File: config.mk
export PLATFORM = sky130hd
export DESIGN_NAME = replay_fifo
export DESIGN_NICKNAME = d
export VERILOG_FILES = /design/src/rtl/rfifo_pkg.sv /design/src/rtl/rfifo_store.sv /design/src/rtl/rfifo_rewind.sv /design/src/rtl/rfifo_ptrs.sv /design/src/rtl/replay_fifo.sv
export SDC_FILE = /design/constraint.sdc
export NUM_CORES = 1
export LEC_CHECK = 0
export BUFFER_PORTS_ARGS = -buffer_cell sky130_fd_sc_hd__buf_4
export CORE_ASPECT_RATIO = 0.6
export CORE_UTILIZATION = 63
export CTS_BUF_LIST = sky130_fd_sc_hd__clkbuf_2
export DETAILED_ROUTE_END_ITERATION = 16
export PLACE_DENSITY = 0.82
export SLEW_MARGIN = 20
export SYNTH_ARGS = -nofsm -noshare
export SYNTH_HDL_FRONTEND = slang
export SYNTH_SLANG_ARGS = --single-unit
File: constraint.sdc
create_clock -name clk -period 4.3 [get_ports clk]
set_input_delay 0.86 -clock clk [delete_from_list [all_inputs] [get_ports clk]]
set_output_delay 0.86 -clock clk [all_outputs]
set_load 0.005 [all_outputs]
File: src/rtl/rfifo_pkg.sv
package rfifo_pkg;
  // Per-cycle operations granted by the control logic
  typedef struct packed {
    logic wr_go;
    logic rd_go;
    logic rt_go;
  } rfifo_ops_t;
endpackage

File: src/rtl/rfifo_store.sv
module rfifo_store #(
  parameter int DATA_W = 8,
  parameter int DEPTH  = 16,
  localparam int AW    = $clog2(DEPTH)
) (
  input  logic              clk,
  input  logic              rst_n,
  input  logic              wr_go,
  input  logic [AW-1:0]     waddr,
  input  logic [DATA_W-1:0] wdata,
  input  logic              rd_go,
  input  logic [AW-1:0]     raddr,
  output logic [DATA_W-1:0] rdata
);
  logic [DATA_W-1:0] mem [DEPTH];
  logic [DATA_W-1:0] rdata_q;

  always_ff @(posedge clk) begin
    if (wr_go) mem[waddr] <= wdata;
  end

  always_ff @(posedge clk or negedge rst_n) begin
    if (!rst_n)     rdata_q <= '0;
    else if (rd_go) rdata_q <= mem[raddr];
  end

  assign rdata = rdata_q;


  rd_hold_chk: assert property (@(posedge clk) disable iff (!rst_n)
    !rd_go |=> $stable(rdata_q));
endmodule

File: src/rtl/rfifo_rewind.sv
module rfifo_rewind #(
  parameter int DEPTH = 16,
  localparam int CW   = $clog2(DEPTH) + 1
) (
  input  logic clk,
  input  logic rst_n,
  input  logic prst_n,
  input  logic wr_n,
  input  logic rd_n,
  input  logic rt_n,
  input  logic wr_go,
  input  logic rd_go,
  output logic rt_go
);
  localparam logic [CW-1:0] WR_SAT = CW'(DEPTH);
  localparam logic [CW-1:0] WR_MAX = CW'(DEPTH - 2);

  logic [CW-1:0] wr_tot, wr_tot_nxt;
  logic [1:0]    rd_seen, rd_seen_nxt;
  logic          in_window;

  always_comb begin
    wr_tot_nxt  = wr_tot;
    rd_seen_nxt = rd_seen;
    if (wr_tot != WR_SAT)  wr_tot_nxt  = wr_tot + 1'b1;
    if (rd_seen != 2'd2)   rd_seen_nxt = rd_seen + 1'b1;
  end

  always_ff @(posedge clk or negedge rst_n) begin
    if (!rst_n) begin
      wr_tot  <= '0;
      rd_seen <= '0;
    end else if (!prst_n) begin
      wr_tot  <= '0;
      rd_seen <= '0;
    end else begin
      if (wr_go) wr_tot  <= wr_tot_nxt;
      if (rd_go) rd_seen <= rd_seen_nxt;
    end
  end

  assign in_window = (rd_seen == 2'd2) && (wr_tot <= WR_MAX);
  assign rt_go     = !rt_n && wr_n && rd_n && in_window;
endmodule

File: src/rtl/rfifo_ptrs.sv
module rfifo_ptrs #(
  parameter int DEPTH = 16,
  localparam int AW   = $clog2(DEPTH)
) (
  input  logic          clk,
  input  logic          rst_n,
  input  logic          prst_n,
  input  logic          wr_n,
  input  logic          rd_n,
  input  logic          rt_n,
  input  logic          rt_go,
  output logic          wr_go,
  output logic          rd_go,
  output logic [AW-1:0] waddr,
  output logic [AW-1:0] raddr,
  output logic          empty_n,
  output logic          full
);
  localparam logic [AW:0] CAP = (AW+1)'(DEPTH);

  logic [AW:0] wptr_x, rptr_x, wptr_nxt, rptr_nxt, cnt;
  logic        empty_n_q, empty_n_nxt;

  assign cnt   = wptr_x - rptr_x;
  assign full  = (cnt == CAP);
  assign wr_go = !wr_n && !full;
  assign rd_go = !rd_n && empty_n_q;

  always_comb begin
    wptr_nxt = wptr_x + {{AW{1'b0}}, wr_go};
    if (rt_go) rptr_nxt = '0;
    else       rptr_nxt = rptr_x + {{AW{1'b0}}, rd_go};
    empty_n_nxt = !rt_go && (wptr_nxt != rptr_nxt);
  end

  always_ff @(posedge clk or negedge rst_n) begin
    if (!rst_n) begin
      wptr_x    <= '0;
      rptr_x    <= '0;
      empty_n_q <= 1'b0;
    end else if (!prst_n) begin
      wptr_x    <= '0;
      rptr_x    <= '0;
      empty_n_q <= 1'b0;
    end else begin
      if (wr_go)         wptr_x <= wptr_nxt;
      if (rd_go || rt_go) rptr_x <= rptr_nxt;
      empty_n_q <= empty_n_nxt;
    end
  end

  assign waddr   = wptr_x[AW-1:0];
  assign raddr   = rptr_x[AW-1:0];
  assign empty_n = empty_n_q;


  no_overflow_chk: assert property (@(posedge clk) disable iff (!rst_n)
    (full && !wr_n && rd_n && prst_n) |=> full);

  rt_rewind_chk: assert property (@(posedge clk) disable iff (!rst_n)
    (rt_go && prst_n) |=> (rptr_x == '0 && !empty_n_q));

  rt_recover_chk: assert property (@(posedge clk) disable iff (!rst_n)
    ($past(rt_go && prst_n) && prst_n) |=> empty_n_q);

  rt_blocked_chk: assert property (@(posedge clk) disable iff (!rst_n)
    (!rt_n && rd_go && prst_n) |=> (rptr_x == $past(rptr_x) + 1'b1));

  rt_window_chk: assert property (@(posedge clk) disable iff (!rst_n)
    rt_go |-> (wptr_x >= 2 && wptr_x <= CAP - 2));

  occupancy_chk: assert property (@(posedge clk) disable iff (!rst_n)
    cnt <= CAP);
endmodule

File: src/rtl/replay_fifo.sv
module replay_fifo #(
  parameter int DATA_W = 8,
  parameter int DEPTH  = 16,
  localparam int AW    = $clog2(DEPTH)
) (
  input  logic              clk,
  input  logic              rst_n,
  input  logic              prst_n,
  input  logic              wr_n,
  input  logic              rd_n,
  input  logic              rt_n,
  input  logic [DATA_W-1:0] wdata,
  output logic [DATA_W-1:0] rdata,
  output logic              empty_n,
  output logic              full
);
  import rfifo_pkg::*;

  logic          rst_s0, rst_s1, rstn_i;
  rfifo_ops_t    ops;
  logic [AW-1:0] waddr, raddr;

  // Asynchronous assert, synchronous release
  always_ff @(posedge clk or negedge rst_n) begin
    if (!rst_n) begin
      rst_s0 <= 1'b0;
      rst_s1 <= 1'b0;
    end else begin
      rst_s0 <= 1'b1;
      rst_s1 <= rst_s0;
    end
  end
  assign rstn_i = rst_s1;

  rfifo_ptrs #(.DEPTH(DEPTH)) u_ptrs (
    .clk(clk), .rst_n(rstn_i), .prst_n(prst_n),
    .wr_n(wr_n), .rd_n(rd_n), .rt_n(rt_n), .rt_go(ops.rt_go),
    .wr_go(ops.wr_go), .rd_go(ops.rd_go),
    .waddr(waddr), .raddr(raddr), .empty_n(empty_n), .full(full)
  );

  rfifo_rewind #(.DEPTH(DEPTH)) u_rewind (
    .clk(clk), .rst_n(rstn_i), .prst_n(prst_n),
    .wr_n(wr_n), .rd_n(rd_n), .rt_n(rt_n),
    .wr_go(ops.wr_go), .rd_go(ops.rd_go), .rt_go(ops.rt_go)
  );

  rfifo_store #(.DATA_W(DATA_W), .DEPTH(DEPTH)) u_store (
    .clk(clk), .rst_n(rstn_i),
    .wr_go(ops.wr_go), .waddr(waddr), .wdata(wdata),
    .rd_go(ops.rd_go), .raddr(raddr), .rdata(rdata)
  );
endmodule

# [Word level (Yosys, flattened, before mapping)]
# Memories as Yosys holds them, arrays and structs flattened. A register that Yosys moved wholly into a read port is not among the register bits.
# Index checks and enable logic that the tools add are counted.
[word_totals] n_memories=1 output_inout_bits=10 inputBits=14 ramBits=128 regBits=20 wordCells=54
[memory_table] memory="u_store.mem" words=16 width=8 read_ports=1 rd_clocked_by_memory_dff=1 write_ports=1 line="rfifo_store.sv:15" text="logic [DATA_W-1:0] mem [DEPTH];"
[classes] muxes=14 n_addsub=5 n_lt_le_gt_ge=1 n_eq_ne=10 n_reduce_logical=16
[op_table] op="two-way mux 5 bit" n=8
[op_table] op="adder 5 x 1 -> 5 bit" n=2
[op_table] op="inequality test 2 x 1 -> 1 bit, second input constant" n=5
[op_table] op="logical AND 1 bit" n=7
[op_table] op="zero test 1 bit" n=6
[op_table] op="two-way mux 2 bit" n=3
[op_table] op="adder 5 x 1 -> 5 bit, second input constant" n=1
[op_table] op="equality test 5 bit, second input constant" n=1
[op_table] op="less-or-equal comparator 5 x 4 -> 1 bit, second input constant" n=1
[op_table] op="inequality test 5 bit" n=1
[op_table] op="inequality test 5 bit, second input constant" n=1
[op_table] op="subtractor 5 bit" n=1
[op_table] op="AND reduction 2 bit" n=2
[op_table] op="two-way mux 1 bit" n=3
[op_table] op="adder 2 x 1 -> 2 bit, second input constant" n=1
[op_table] op="equality test 2 bit, second input constant" n=1
[op_table] op="inequality test 2 bit, second input constant" n=1
[op_table] op="logical OR 1 bit" n=1

# [Depth between registers and ports, before layout]
# Gate-level depths: netlist of the first run.
[depth] depth_word=8 depth_mapped=17 mapped_depth_nobuf=14

# [Hierarchy]
# A second synthesis of the first run with hierarchy kept.
[unflattened] cells_unflattened=387 area_unflattened_um2=6701.4
[by_module_without_submodules] mod="rfifo_store" cells_each=240 instances=1 seq_area_each_um2=4043.9 area_per_inst_um2=5331.4
[by_module_without_submodules] mod="rfifo_ptrs" cells_each=103 instances=1 seq_area_each_um2=275.3 area_per_inst_um2=895.9
[by_module_without_submodules] mod="rfifo_rewind" cells_each=41 instances=1 seq_area_each_um2=175.2 area_per_inst_um2=420.4
[by_module_without_submodules] mod="replay_fifo" cells_each=3 instances=1 seq_area_each_um2=50.0 area_per_inst_um2=53.8

# [Worst setup path before layout of the first run]
# Ideal clock, no wire load.
[synth_path] path_type="reg2reg" startpoint="reg u_ptrs.rptr_x[2]" endpoint="mem u_store.mem[0][0], enable pin" path_stages_with_launch=11 period_less_slack_ps=3417 arrival_time_ps=3020 path_buffers=3 setup_time_ps=398 setup_slack_ps=883 t_required_ps=3902 cell_sequence="dfrtp_1 -> clkbuf_1 -> inv_2 -> clkbuf_1 -> ha_1 -> a21oi_1 -> a211o_1 -> nand2_2 -> a21o_1 -> buf_6 -> nor4b_1"
[synth_between] elab_chain_cells=6
[synth_rtl] item="start, declared" line="rfifo_ptrs.sv:21" text="logic [AW:0] wptr_x, rptr_x, wptr_nxt, rptr_nxt, cnt;"
[synth_rtl] item="start signal, assigned" line="rfifo_ptrs.sv:47" text="if (rd_go || rt_go) rptr_x <= rptr_nxt;"
[synth_rtl] item="subtractor 5 bit" line="rfifo_ptrs.sv:24" text="assign cnt = wptr_x - rptr_x;"
[synth_rtl] item="equality test 5 bit" line="rfifo_ptrs.sv:25" text="assign full = (cnt == CAP);"
[synth_rtl] item="zero test 1 bit" line="rfifo_ptrs.sv:26" text="assign wr_go = !wr_n && !full;"
[synth_rtl] item="logical AND 1 bit" line="rfifo_ptrs.sv:26"
[synth_rtl] item="two-way mux 1 bit" line="rfifo_store.sv:19" text="if (wr_go) mem[waddr] <= wdata;"
[synth_rtl] item="two-way mux 1 bit (not written as such)" line="rfifo_store.sv:19"
[synth_rtl] item="end, declared" line="rfifo_store.sv:15"
# No other way between the ends.

# [Worst setup path in the final report of the first run]
[layout_path] startpoint="reg u_ptrs.rptr_x[2]" endpoint="out full"
[layout_between] elab_chain_cells=2
[layout_rtl] item="subtractor 5 bit" line="rfifo_ptrs.sv:24"
[layout_rtl] item="equality test 5 bit" line="rfifo_ptrs.sv:25"
[layout_rtl] item="end, declared" line="replay_fifo.sv:15" text="output logic full"
# No other way between the ends.

==> results.yml, run 1 <==
cts:
  clk_path_buf_depth: 2
  cts_tree: "yes"
  htree_num_levels: 4
  later_pin_clock_latency_in_the_skew_report_ns: 0.73
  cts_setup_buffers: 0
  postCtsResizedCells: 0
  cts_buffers: 17
  cts.reportedPaths.clkPinSlew_ns: 0.23
  clk_root_buffer_cell: "clkbuf_2"
  clock-sinks: 156
synth:
  ys_seq_area_share_pct: 67.4
  post_synth_instance_area_um2: 6740
  post_synth_inst_count: 418
  post_synth_num_cell_types: 45
  ys_dominant_reg_cell: "edfxtp_1"
  synthArstFlopShare_pct: 17.9
  synth_seq_cells: 156
  syn_nets: 444
  synth_edf_count: 128
  synth_area_per_cell_um2: 16.1
  count_of_warnings_emitted_by_yosys: 0
power_and_ir_drop:
  power.net_switching_mw: 0.673
  p_clk_share_pct: 30.7
  cellLeakagePower_nw: 2.66
  pwr_density_cell_nw_per_um2: 377
  total_power_mw: 2.79
  power_frac_seq_pct: 61.3
  power.switching_fraction_pct: 24.1
  cellInternalPower_mw: 2.12
  comb_power_share_pct: 8.0
  vdd_ir_drop_max_v: 0.000285
cells_and_area:
  num-nets-final: 482
  insertedDiodeCount: 0
  syn_to_final_growth_pct: 9.74
  finish.utilization_pct: 73.1
  postLayoutCellArea_um2: 7400
  post_route_cells_drive_above_1_share_pct: 24.7
worst_setup_path:
  path_cells: "inv_2 > ha_1 > a21oi_1 > a211o_1 > a211oi_2 > buf_4"
  critical_path.top_delay_family: "compound AO/OA/AOI/OAI gates"
  timing.setup.critical_path_class: "reg2out"
  timing.rr.start: "u_ptrs.rptr_x[2]"
  worstSetupEndpointType: "output port"
  startpoint_type: "flop"
  worst-path-buf-inv: 2
  critPathLaunch: "u_ptrs.rptr_x[2]"
  cp_slowest_cell: "dfrtp_1"
  r2r_slack_ns: 0.49
  timing.critical_path.arrival_ns: 3.08
  timing.critical_path.slowest_cell_delay_ns: 0.74
  required_time_at_the_endpoint_of_the_critical_path_ns: 3.44
  timing.critical_path.fanout_max: 16
route:
  avgViaCountPerCell: 6.34
  totalWireLength_um: 14000
  detailroute.via_count: 3828
  drcViolationCount: 0
  detail-route-antenna-nets: 0
  detail_route.wl_per_cell_um: 23.1
  dr.first_iter.drc_count: 463
  firstDrtPassIters: 5
die:
  top_level_ports: 24
  die_w_um: 136
  core_um2: 10100
  floorplan.rows: 28
  effective_utilization_at_floorplan_pct: 66.6
  die_area_um2: 11100
  die_h_um: 82.1
timing:
  max_freq_mhz: 254
  setup_viol_count_final: 0
  timing.max_slew.rel_slack_pct: 49.2
  final.setup_skew_ns: 0.0350
  final.setup.tns_ns: 0
  final_max_slew_viol_count: 0
  slew_at_the_pin_closest_to_its_max_slew_limit_ns: 0.753
  final_number_of_hold_violating_endpoints: 0
  period_share_pct: 91.6
  rsz0062_at_grt: "no"
  finalHoldWorstSlack_ns: 0.241
  fin_crit_ns: 3.94
grt:
  grt_overflow: 0
  grt_antenna_before_repair: 0
  maximum_number_of_pins_on_one_net_before_global_route_repair: 36
  first_pass_grt_wire_length_um: 20700
  globalRouteTotalUtil_pct: 27.5
  vias_in_the_first_global_route: 3613
job:
  max_cap_violations: 0
place:
  place_area_um2: 7130
  gp_congestion: 0.881
  buffer_ports.inserted: 23
  dpl.hpwl_um: 9500
hold_path:
  timing.hold.worst.class: "reg2async"
run_status:
  outcome: "finished clean"
==> logic make-up (layout without fill, tap and decap cells) <==
logic type      Yosys count  after routing  share of synthesized area (%)
xor+xnor                 15             15                           2.15
buf+inv                  38             89                           2.52
simple gates            110            110                           8.09
other cells               1              1                         0.0556
compound gates           39             39                           4.62
fa+ha+maj                12             12                           2.23
flops                   156            156                           67.4
mux                      47             47                           12.9
==> placed cells by master (no fill, tap or decap), types with 9 or more instances in the layout <==
| master | count |
|---|---|
| edfxtp_1 | 128 |
| nand2_1 | 47 |
| buf_4 | 45 |
| mux4_2 | 32 |
| dfrtp_1 | 27 |
| nor3_1 | 20 |
| clkbuf_2 | 18 |
| mux2i_1 | 15 |
| ha_1 | 12 |
| nand2b_1 | 11 |
| inv_1 | 10 |
| nor2_1 | 10 |
| a221o_1 | 9 |
==> registers in the layout, summed over array words and instances (netlist names), 2 cells and up <==
name / count
u_rewind.rd_seen: 2
u_rewind.wr_tot: 5
u_ptrs.rptr_x: 5
u_store.mem: 128
u_store.rdata: 8
u_ptrs.wptr_x: 5
==> final cells by class <==
type	instances	area, um^2
flip-flops and latches	156	4550
fillers	607	2730
multi-input cells	224	2030
repair buffers	46	348
clock inverters	14	171
well taps	135	169
clock buffers	18	90.1
inverters	11	41.3
==> stage by stage <==
step | std cells | setup WS (ns)
after CTS | 604 | 0.369
after global placement | 571 | 0.755
after floorplan | 418 | 0.883
final | 604 | 0.361
after detailed placement | 571 | 0.621
after global routing | 604 | 0.134
==> worst reg2reg max path: stages, from the launching register on <==
cell and delay, ns:
dfrtp_1 0.74, inv_2 0.09, ha_1 0.36, a21oi_1 0.12, a211o_1 0.34, nand2_2 0.13, a21o_1 0.48, inv_1 0.18
ha_1 0.24, ha_1 0.25, and3b_1 0.20, o21a_1 0.17, o21ai_0 0.18, o211ai_1 0.12, a21oi_1 0.14
==> Yosys cell counts, drive strengths merged, types with 8 or more instances <==
cell type    n  area (um^2)
edfxtp     128         3840
nand2       48          183
mux4        32          721
dfrtp       28          701
nor3        20          100
clkbuf      17         63.8
mux2i       15          150
ha          12          150
inv         11         41.3
nand2b      11         68.8
buf         10         65.1
nor2        10         37.5
a221o        9         90.1
xnor2        8         70.1
==> layer usage <==
layer	global-route usage, %	up-vias	part of all wire (%)
met5	0	-	0
met2	36.9	167	43
li1	-	1693	-
met4	10.7	0	1.4
met1	41.7	1949	47
met3	8.61	19	9.2
==> final timing paths <==
check                                      to  cells past startpoint
setup / recovery                         full                      6
min in group clk           u_rewind.wr_tot[3]                      2
hold reg to reg              u_ptrs.wptr_x[2]                      1
hold / removal               u_ptrs.wptr_x[2]                      1
setup reg to reg               u_ptrs.empty_n                     14
max in group asynchronous              rst_s1                      2
==> what timing repair did <==
action                     in CTS  in global routing
hold endpoints to repair        2                  0
setup endpoints to repair       0                  0
hold buffers                    1                  0
==> power groups by stage <==
stage	combinational, mW	clock, mW	sequential [mW]
global placement	0.216	0	1.74
CTS	0.224	0.868	1.71
global route	0.244	0.925	1.72
detailed placement	0.224	0	1.74
finish	0.222	0.857	1.71
floorplan	0.110	0	1.74
Note: power is estimated with default switching activity, not from simulation.
==> run 2, diff against run 1 <==
- CTS_CLUSTER_DIAMETER: unset -> 120
- clock period: 4.3 -> 3.7 ns (I/O delays scaled with it)
==> run 2 against run 1 <==
Against the previous run:
- critical path depth unchanged
- routed wire length up 1.4%
- die area unchanged
- clock skew down 0.0022 ns
- final cell count up 0.50%
- sequential share of layout area up 0.059 points
- largest power group unchanged
- critical path type unchanged
==> results.yml, run 2 (same netlist as run 1, synthesis figures left out) <==
run_status:
  outcome: "finished clean"
cells_and_area:
  num-nets-final: 484
  syn_to_final_growth_pct: 9.67
  mostFrequentLayoutCell: "edfxtp_1"
  multi_input_combinational_cell_area_um2: 2040
  post_route_cells_drive_above_1_share_pct: 25.5
  regMostFlops: "u_store.mem"
  layout_common_cells: "edfxtp_1 (128), nand2_1 (47), buf_4 (47)"
  largest_register_ffs: 128
  final.fill_count: 619
  regArea_um2: 4550
cts:
  later_pin_clock_latency_in_the_skew_report_ns: 0.71
  clk_root_buffer_cell: "clkbuf_2"
  clock-sinks: 156
  cts_buffers: 17
  clk_path_buf_depth: 2
  htree_num_levels: 4
  cts.reportedPaths.clkPinSlew_ns: 0.24
  cts_setup_buffers: 0
  cts_tree: "yes"
power_and_ir_drop:
  total_power_mw: 3.14
  power.net_switching_mw: 0.795
  cellInternalPower_mw: 2.35
  cellLeakagePower_nw: 2.65
  power_frac_seq_pct: 63.5
  power.switching_fraction_pct: 25.3
  pwr_density_cell_nw_per_um2: 425
  p_clk_share_pct: 28.6
  vdd_ir_drop_max_v: 0.000376
  comb_power_share_pct: 7.9
worst_setup_path:
  timing.critical_path.slowest_cell_delay_ns: 0.57
  required_time_at_the_endpoint_of_the_critical_path_ns: 2.96
  cp_slowest_cell: "dfrtp_1"
  rr_endpoint: "u_ptrs.empty_n"
  timing.setup.critical_path_class: "reg2out"
  startpoint_type: "flop"
  timing.critical_path.arrival_ns: 2.70
  timing.critical_path.fanout_max: 9
  path_cells: "inv_1 > ha_1 > nand3b_1 > a211o_1 > a211oi_4 > buf_4"
  worstSetupEndpointType: "output port"
  r2r_slack_ns: 0.55
  timing.rr.start: "u_ptrs.wptr_x[0]"
  worst_r2r_path_depth: 14
die:
  effective_utilization_at_floorplan_pct: 66.6
  top_level_ports: 24
  die_h_um: 82.1
  floorplan.rows: 28
  die_area_um2: 11100
  core_um2: 10100
  die_w_um: 136
job:
  max_cap_violations: 0
route:
  detail-route-antenna-nets: 0
  detailroute.via_count: 3822
  wl_met2_um: 6180
  highest_layer: "met4"
  drcViolationCount: 0
  avgViaCountPerCell: 6.30
  dr_wl_met3_um: 1320
  firstDrtPassIters: 5
  detail_route.wl_per_cell_um: 23.3
  dr.first_iter.drc_count: 396
  totalWireLength_um: 14200
  wl_met1_um: 6510
timing:
  final.setup_skew_ns: 0.0328
  rsz0062_at_grt: "no"
  final.setup.tns_ns: 0
  max_freq_mhz: 291
  slew_at_the_pin_closest_to_its_max_slew_limit_ns: 0.891
  timing.max_slew.rel_slack_pct: 39.8
  setup_viol_count_final: 0
  fin_crit_ns: 3.44
  period_share_pct: 93.0
  final_number_of_hold_violating_endpoints: 0
  final_max_slew_viol_count: 0
place:
  gp_congestion: 0.820
  buffer_ports.inserted: 23
  dpl.hpwl_um: 9530
grt:
  grt_antenna_before_repair: 0
  maximum_number_of_pins_on_one_net_before_global_route_repair: 36
  grt_overflow: 0
  vias_in_the_first_global_route: 3752
  first_pass_grt_wire_length_um: 21300
  globalRouteTotalUtil_pct: 28.2
hold_path:
  min_from: "wr_n"
  min_path_cells: 2
  timing.hold.worst.class: "in2reg"
  hold_path_end: "u_rewind.wr_tot[3]"
==> run 2: stage by stage <==
step | setup slack [ns] | utilization, % | instance area, um^2 | instances | hold slack, ns
final | 0.260 | 73.0 | 7390 | 607 | 0.257
after global routing | 0.109 | 73.0 | 7390 | 606 | 0.205
after floorplan | 0.283 | - | 6740 | 418 | 0.331
after global placement | 0.809 | 70.5 | 7140 | 573 | 0.335
after detailed placement | 0.684 | 70.6 | 7140 | 573 | 0.302
after CTS | 0.105 | 72.9 | 7380 | 606 | 0.208
==> run 2: repair_timing <==
item | 4_1_cts | 5_1_grt
hold buffers | 1 | 0
resized for setup | 0 | 1
hold endpoints to repair | 2 | 0
setup endpoints to repair | 0 | 1
==> run 2: worst max-delay path, delay by kind of cell (launching register included) <==
family	cells	cell delay [ns]
AOI/OAI and AO/OA	2	0.76
adders and majority gates	1	0.20
buffers and inverters	2	0.30
DFF	1	0.57
and+or+nand+nor	1	0.19
==> run 2: final cells by class <==
cell class | instances | share of cell area, %
antenna | 1 | 0.0338
clock buffer | 19 | 1.29
clock inverter | 13 | 1.83
inverter | 11 | 0.558
multi-input combinational | 224 | 27.6
sequential | 156 | 61.5
tap | 135 | 2.28
timing repair buffer | 48 | 4.91
==> run 2: power by group through the flow <==
stage	sequential (mW)	clock, mW	combinational (mW)
detailed placement	2.03	0	0.249
CTS	2.00	0.910	0.249
finish	1.99	0.898	0.248
floorplan	2.02	0	0.128
global placement	2.03	0	0.239
global route	2.00	0.972	0.274
==> run 2: worst max path at each step <==
| stage | end | start | depth (start not counted) |
|---|---|---|---|
| detailed placement | u_ptrs.empty_n | u_ptrs.wptr_x[1] | 13 |
| global route | full | u_ptrs.wptr_x[0] | 6 |
| CTS | full | u_ptrs.wptr_x[1] | 5 |
| global placement | u_ptrs.empty_n | u_ptrs.wptr_x[1] | 13 |
| floorplan | u_store.mem[0][0] | u_ptrs.rptr_x[2] | 10 |
| finish | full | u_ptrs.wptr_x[0] | 6 |
==> run 2: routing by layer <==
layer / vias up / track usage, %
li1: 1712 / -
met1: 1925 / 43.2
met2: 170 / 39.9
met3: 15 / 7.20
met4: 0 / 9.33
met5: - / 0
==> run 3, diff against run 2 <==
--- a/config.mk
+++ b/config.mk
@@ -6,4 +6,5 @@
 export NUM_CORES = 1
 export LEC_CHECK = 0
+export ABC_AREA = 1
 export BUFFER_PORTS_ARGS = -buffer_cell sky130_fd_sc_hd__buf_4
 export CORE_ASPECT_RATIO = 0.6
==> constraint.sdc (replaced) <==
create_clock -name clk -period 3.7 [get_ports clk]
set_input_delay 0.185 -clock clk [delete_from_list [all_inputs] [get_ports clk]]
set_output_delay 0.185 -clock clk [all_outputs]
set_load 0.005 [all_outputs]
==> run 3 against run 2 <==
Against the previous run:
- critical path depth rose by 5
- flip-flop and latch count unchanged
- total power rose by 11%
- die area is 0.96% higher
- critical endpoint is now u_store.mem[7][4]
- cell area increased by 1.5%
- worst setup slack gained 0.32 ns
- non-clock buffer count grew 2
- sequential share of layout area is 0.92 points lower
- clock skew down 0.014 ns
==> results.yml, run 3 <==
hold_path:
  timing.hold.worst.class: "in2reg"
  min_from: "rt_n"
  hold_path_end: "u_ptrs.empty_n"
  min_path_cells: 5
run_status:
  outcome: "finished clean"
cells_and_area:
  insertedDiodeCount: 0
  layout_common_cells: "edfxtp_1 (128), nor2_1 (100), nand2_1 (88)"
  final.fill_count: 693
  mostFrequentLayoutCell: "edfxtp_1"
  finish.cell_count_without_fillers: 791
  regMostFlops: "u_store.mem"
  post_route_cells_drive_above_1_share_pct: 13.4
  syn_to_final_growth_pct: 10.3
  largest_register_ffs: 128
  num-nets-final: 669
  finish.utilization_pct: 73.9
  postLayoutCellArea_um2: 7510
worst_setup_path:
  cp_slowest_cell: "nor2_1"
  timing.setup.critical_path_class: "reg2reg"
  rr_endpoint: "u_store.mem[7][4]"
  critical_path.top_delay_family: "simple AND/OR/NAND/NOR gates"
  worst_r2r_path_depth: 11
  startpoint_type: "flop"
  required_time_at_the_endpoint_of_the_critical_path_ns: 4.04
  timing.critical_path.depth: 11
  worst-path-buf-inv: 2
  timing.critical_path.slowest_cell_delay_ns: 0.61
  r2r_slack_ns: 0.58
  timing.critical_path.arrival_ns: 3.46
  worst_path_most_repeated_cell: "nand2_1"
  worstSetupEndpointType: "flop"
  path_cells: "inv_1 > ha_1 > a21oi_1 > nand2_1 > nand2_1 > nand2_1 > nand2_2 > nand2_4 > inv_2 > nand3_1 > nor2_1"
  timing.rr.start: "u_ptrs.rptr_x[3]"
  timing.critical_path.fanout_max: 11
route:
  wl_met1_um: 6670
  dr.first_iter.drc_count: 594
  totalWireLength_um: 15700
  wl_met2_um: 6990
  detail-route-antenna-nets: 0
  dr_wl_met3_um: 1750
  drcViolationCount: 0
  detail_route.wl_per_cell_um: 19.9
  avgViaCountPerCell: 6.07
  detailroute.via_count: 4802
  highest_layer: "met4"
  firstDrtPassIters: 6
synth:
  post-synth-top-area-fraction_pct: 56.5
  post-synth-top-area-cell: "edfxtp_1"
  synthArstFlopShare_pct: 17.9
  synth_edf_count: 128
  syn_nets: 631
  post_synth_instance_area_um2: 6810
  synth_seq_cells: 156
  ys_seq_area_share_pct: 66.8
  post_synth_inst_count: 605
  synth.top_cells.by_count: "edfxtp_1 (128), nor2_1 (100), nand2_1 (88)"
  synth.top_cells.by_area: "edfxtp_1 (56%), dfrtp_1 (10%), nor2_1 (5.5%), nand2_1 (4.9%), o21ai_0 (4.7%)"
  synth_area_per_cell_um2: 11.3
  synth.most_common_cell: "edfxtp_1"
  ys_dominant_reg_cell: "edfxtp_1"
  post_synth_num_cell_types: 36
  count_of_warnings_emitted_by_yosys: 0
die:
  die_h_um: 82.5
  core_um2: 10200
  top_level_ports: 24
  die_area_um2: 11200
  die_w_um: 136
  floorplan.rows: 28
  effective_utilization_at_floorplan_pct: 67.0
cts:
  cts.reportedPaths.clkPinSlew_ns: 0.21
  cts_setup_buffers: 0
  cts_buffers: 17
  clock-sinks: 156
  later_pin_clock_latency_in_the_skew_report_ns: 0.68
  cts_tree: "yes"
  clk_path_buf_depth: 2
  htree_num_levels: 4
  clk_root_buffer_cell: "clkbuf_2"
  post_cts_hold_buffer_count: 13
  postCtsResizedCells: 0
place:
  gp_congestion: 0.966
  place_area_um2: 7080
  worst_setup_slack_after_placement_ns: 0.693
  dpl.hpwl_um: 10100
  buffer_ports.inserted: 23
  numPlacedInstances: 746
timing:
  final.setup_skew_ns: 0.0192
  final_number_of_hold_violating_endpoints: 0
  final_max_slew_viol_count: 0
  finalHoldWorstSlack_ns: 0.159
  max_freq_mhz: 321
  fin_crit_ns: 3.12
  setup_viol_count_final: 0
  timing.max_slew.rel_slack_pct: 34.0
  fin_ws_ns: 0.581
  final.setup.tns_ns: 0
  slew_at_the_pin_closest_to_its_max_slew_limit_ns: 0.990
  rsz0062_at_grt: "no"
  period_share_pct: 84.3
grt:
  maximum_number_of_pins_on_one_net_before_global_route_repair: 66
  vias_in_the_first_global_route: 4459
  first_pass_grt_wire_length_um: 24000
  grt_antenna_before_repair: 0
  grt_overflow: 0
  globalRouteTotalUtil_pct: 30.3
power_and_ir_drop:
  pwr_density_cell_nw_per_um2: 466
  total_power_mw: 3.49
  vdd_ir_drop_max_v: 0.000295
  cellLeakagePower_nw: 2.91
job:
  max_cap_violations: 0
## run 3: cell count changes in the layout (fill, tap and decap cells not counted), sizes merged, moves of 9 or more
| cell | delta |
|---|---|
| nand2 | +43 |
| o211ai | +14 |
| o21ai | +70 |
| a221o | -9 |
| mux4 | -32 |
| nor2 | +92 |
| nand3 | +34 |
| o221ai | +16 |
| dlygate4sd3 | +12 |
| buf | -10 |
| nand2b | -11 |
| nor3 | -17 |
| mux2i | -15 |
| inv | +24 |
## run 3: worst register-to-register path, cell delays in order (launching register included)
cell and delay [ns]:
dfrtp_1 0.60, inv_1 0.30, ha_1 0.42, a21oi_1 0.20, nand2_1 0.09, nand2_1 0.07, nand2_1 0.06, nand2_2 0.09
nand2_4 0.07, inv_2 0.11, nand3_1 0.16, nor2_1 0.61
## run 3: report_power, final
part	switching [mW]	leakage (nW)	internal, mW
sequential	0.0523	1.52	1.98
clock	0.584	0.182	0.509
combinational	0.217	1.21	0.153
total	0.854	2.91	2.64
## run 3: how the worst max path moves through the flow
stage,end,start,slack (ns)
4_1_cts,u_store.mem[7][4],u_ptrs.rptr_x[3],0.63
6_report,u_store.mem[7][4],u_ptrs.rptr_x[3],0.58
5_1_grt,u_ptrs.empty_n,u_ptrs.rptr_x[3],0.31
3_5_place_dp,u_store.mem[8][0],u_ptrs.rptr_x[3],0.69
3_3_place_gp,u_ptrs.empty_n,u_ptrs.rptr_x[3],0.85
2_1_floorplan,u_ptrs.empty_n,u_ptrs.rptr_x[2],0.96
## run 3: layer usage
metal	up-vias	global-route usage, %
met5	-	0
met1	2264	42.2
li1	2214	-
met4	0	9.44
met3	45	9.16
met2	279	46.2
## run 3: cell families after synthesis
group	share of synthesized area [%]
simple gates	14.9
compound gates	10.7
other cells	0.0551
xor+xnor	0.772
flops	66.8
buf+inv	4.61
fa+ha+maj	2.21
## run 3: final cells by class
class                           instances  area, um^2  share of cell area (%)
Timing Repair Buffer                   50         408                    5.43
Tap cell                              135         169                    2.25
Clock buffer                           18        90.1                    1.20
Clock inverter                         14         200                    2.67
Sequential cell                       156        4550                    60.6
Multi-Input combinational cell        380        1950                    26.0
Inverter                               38         143                    1.90
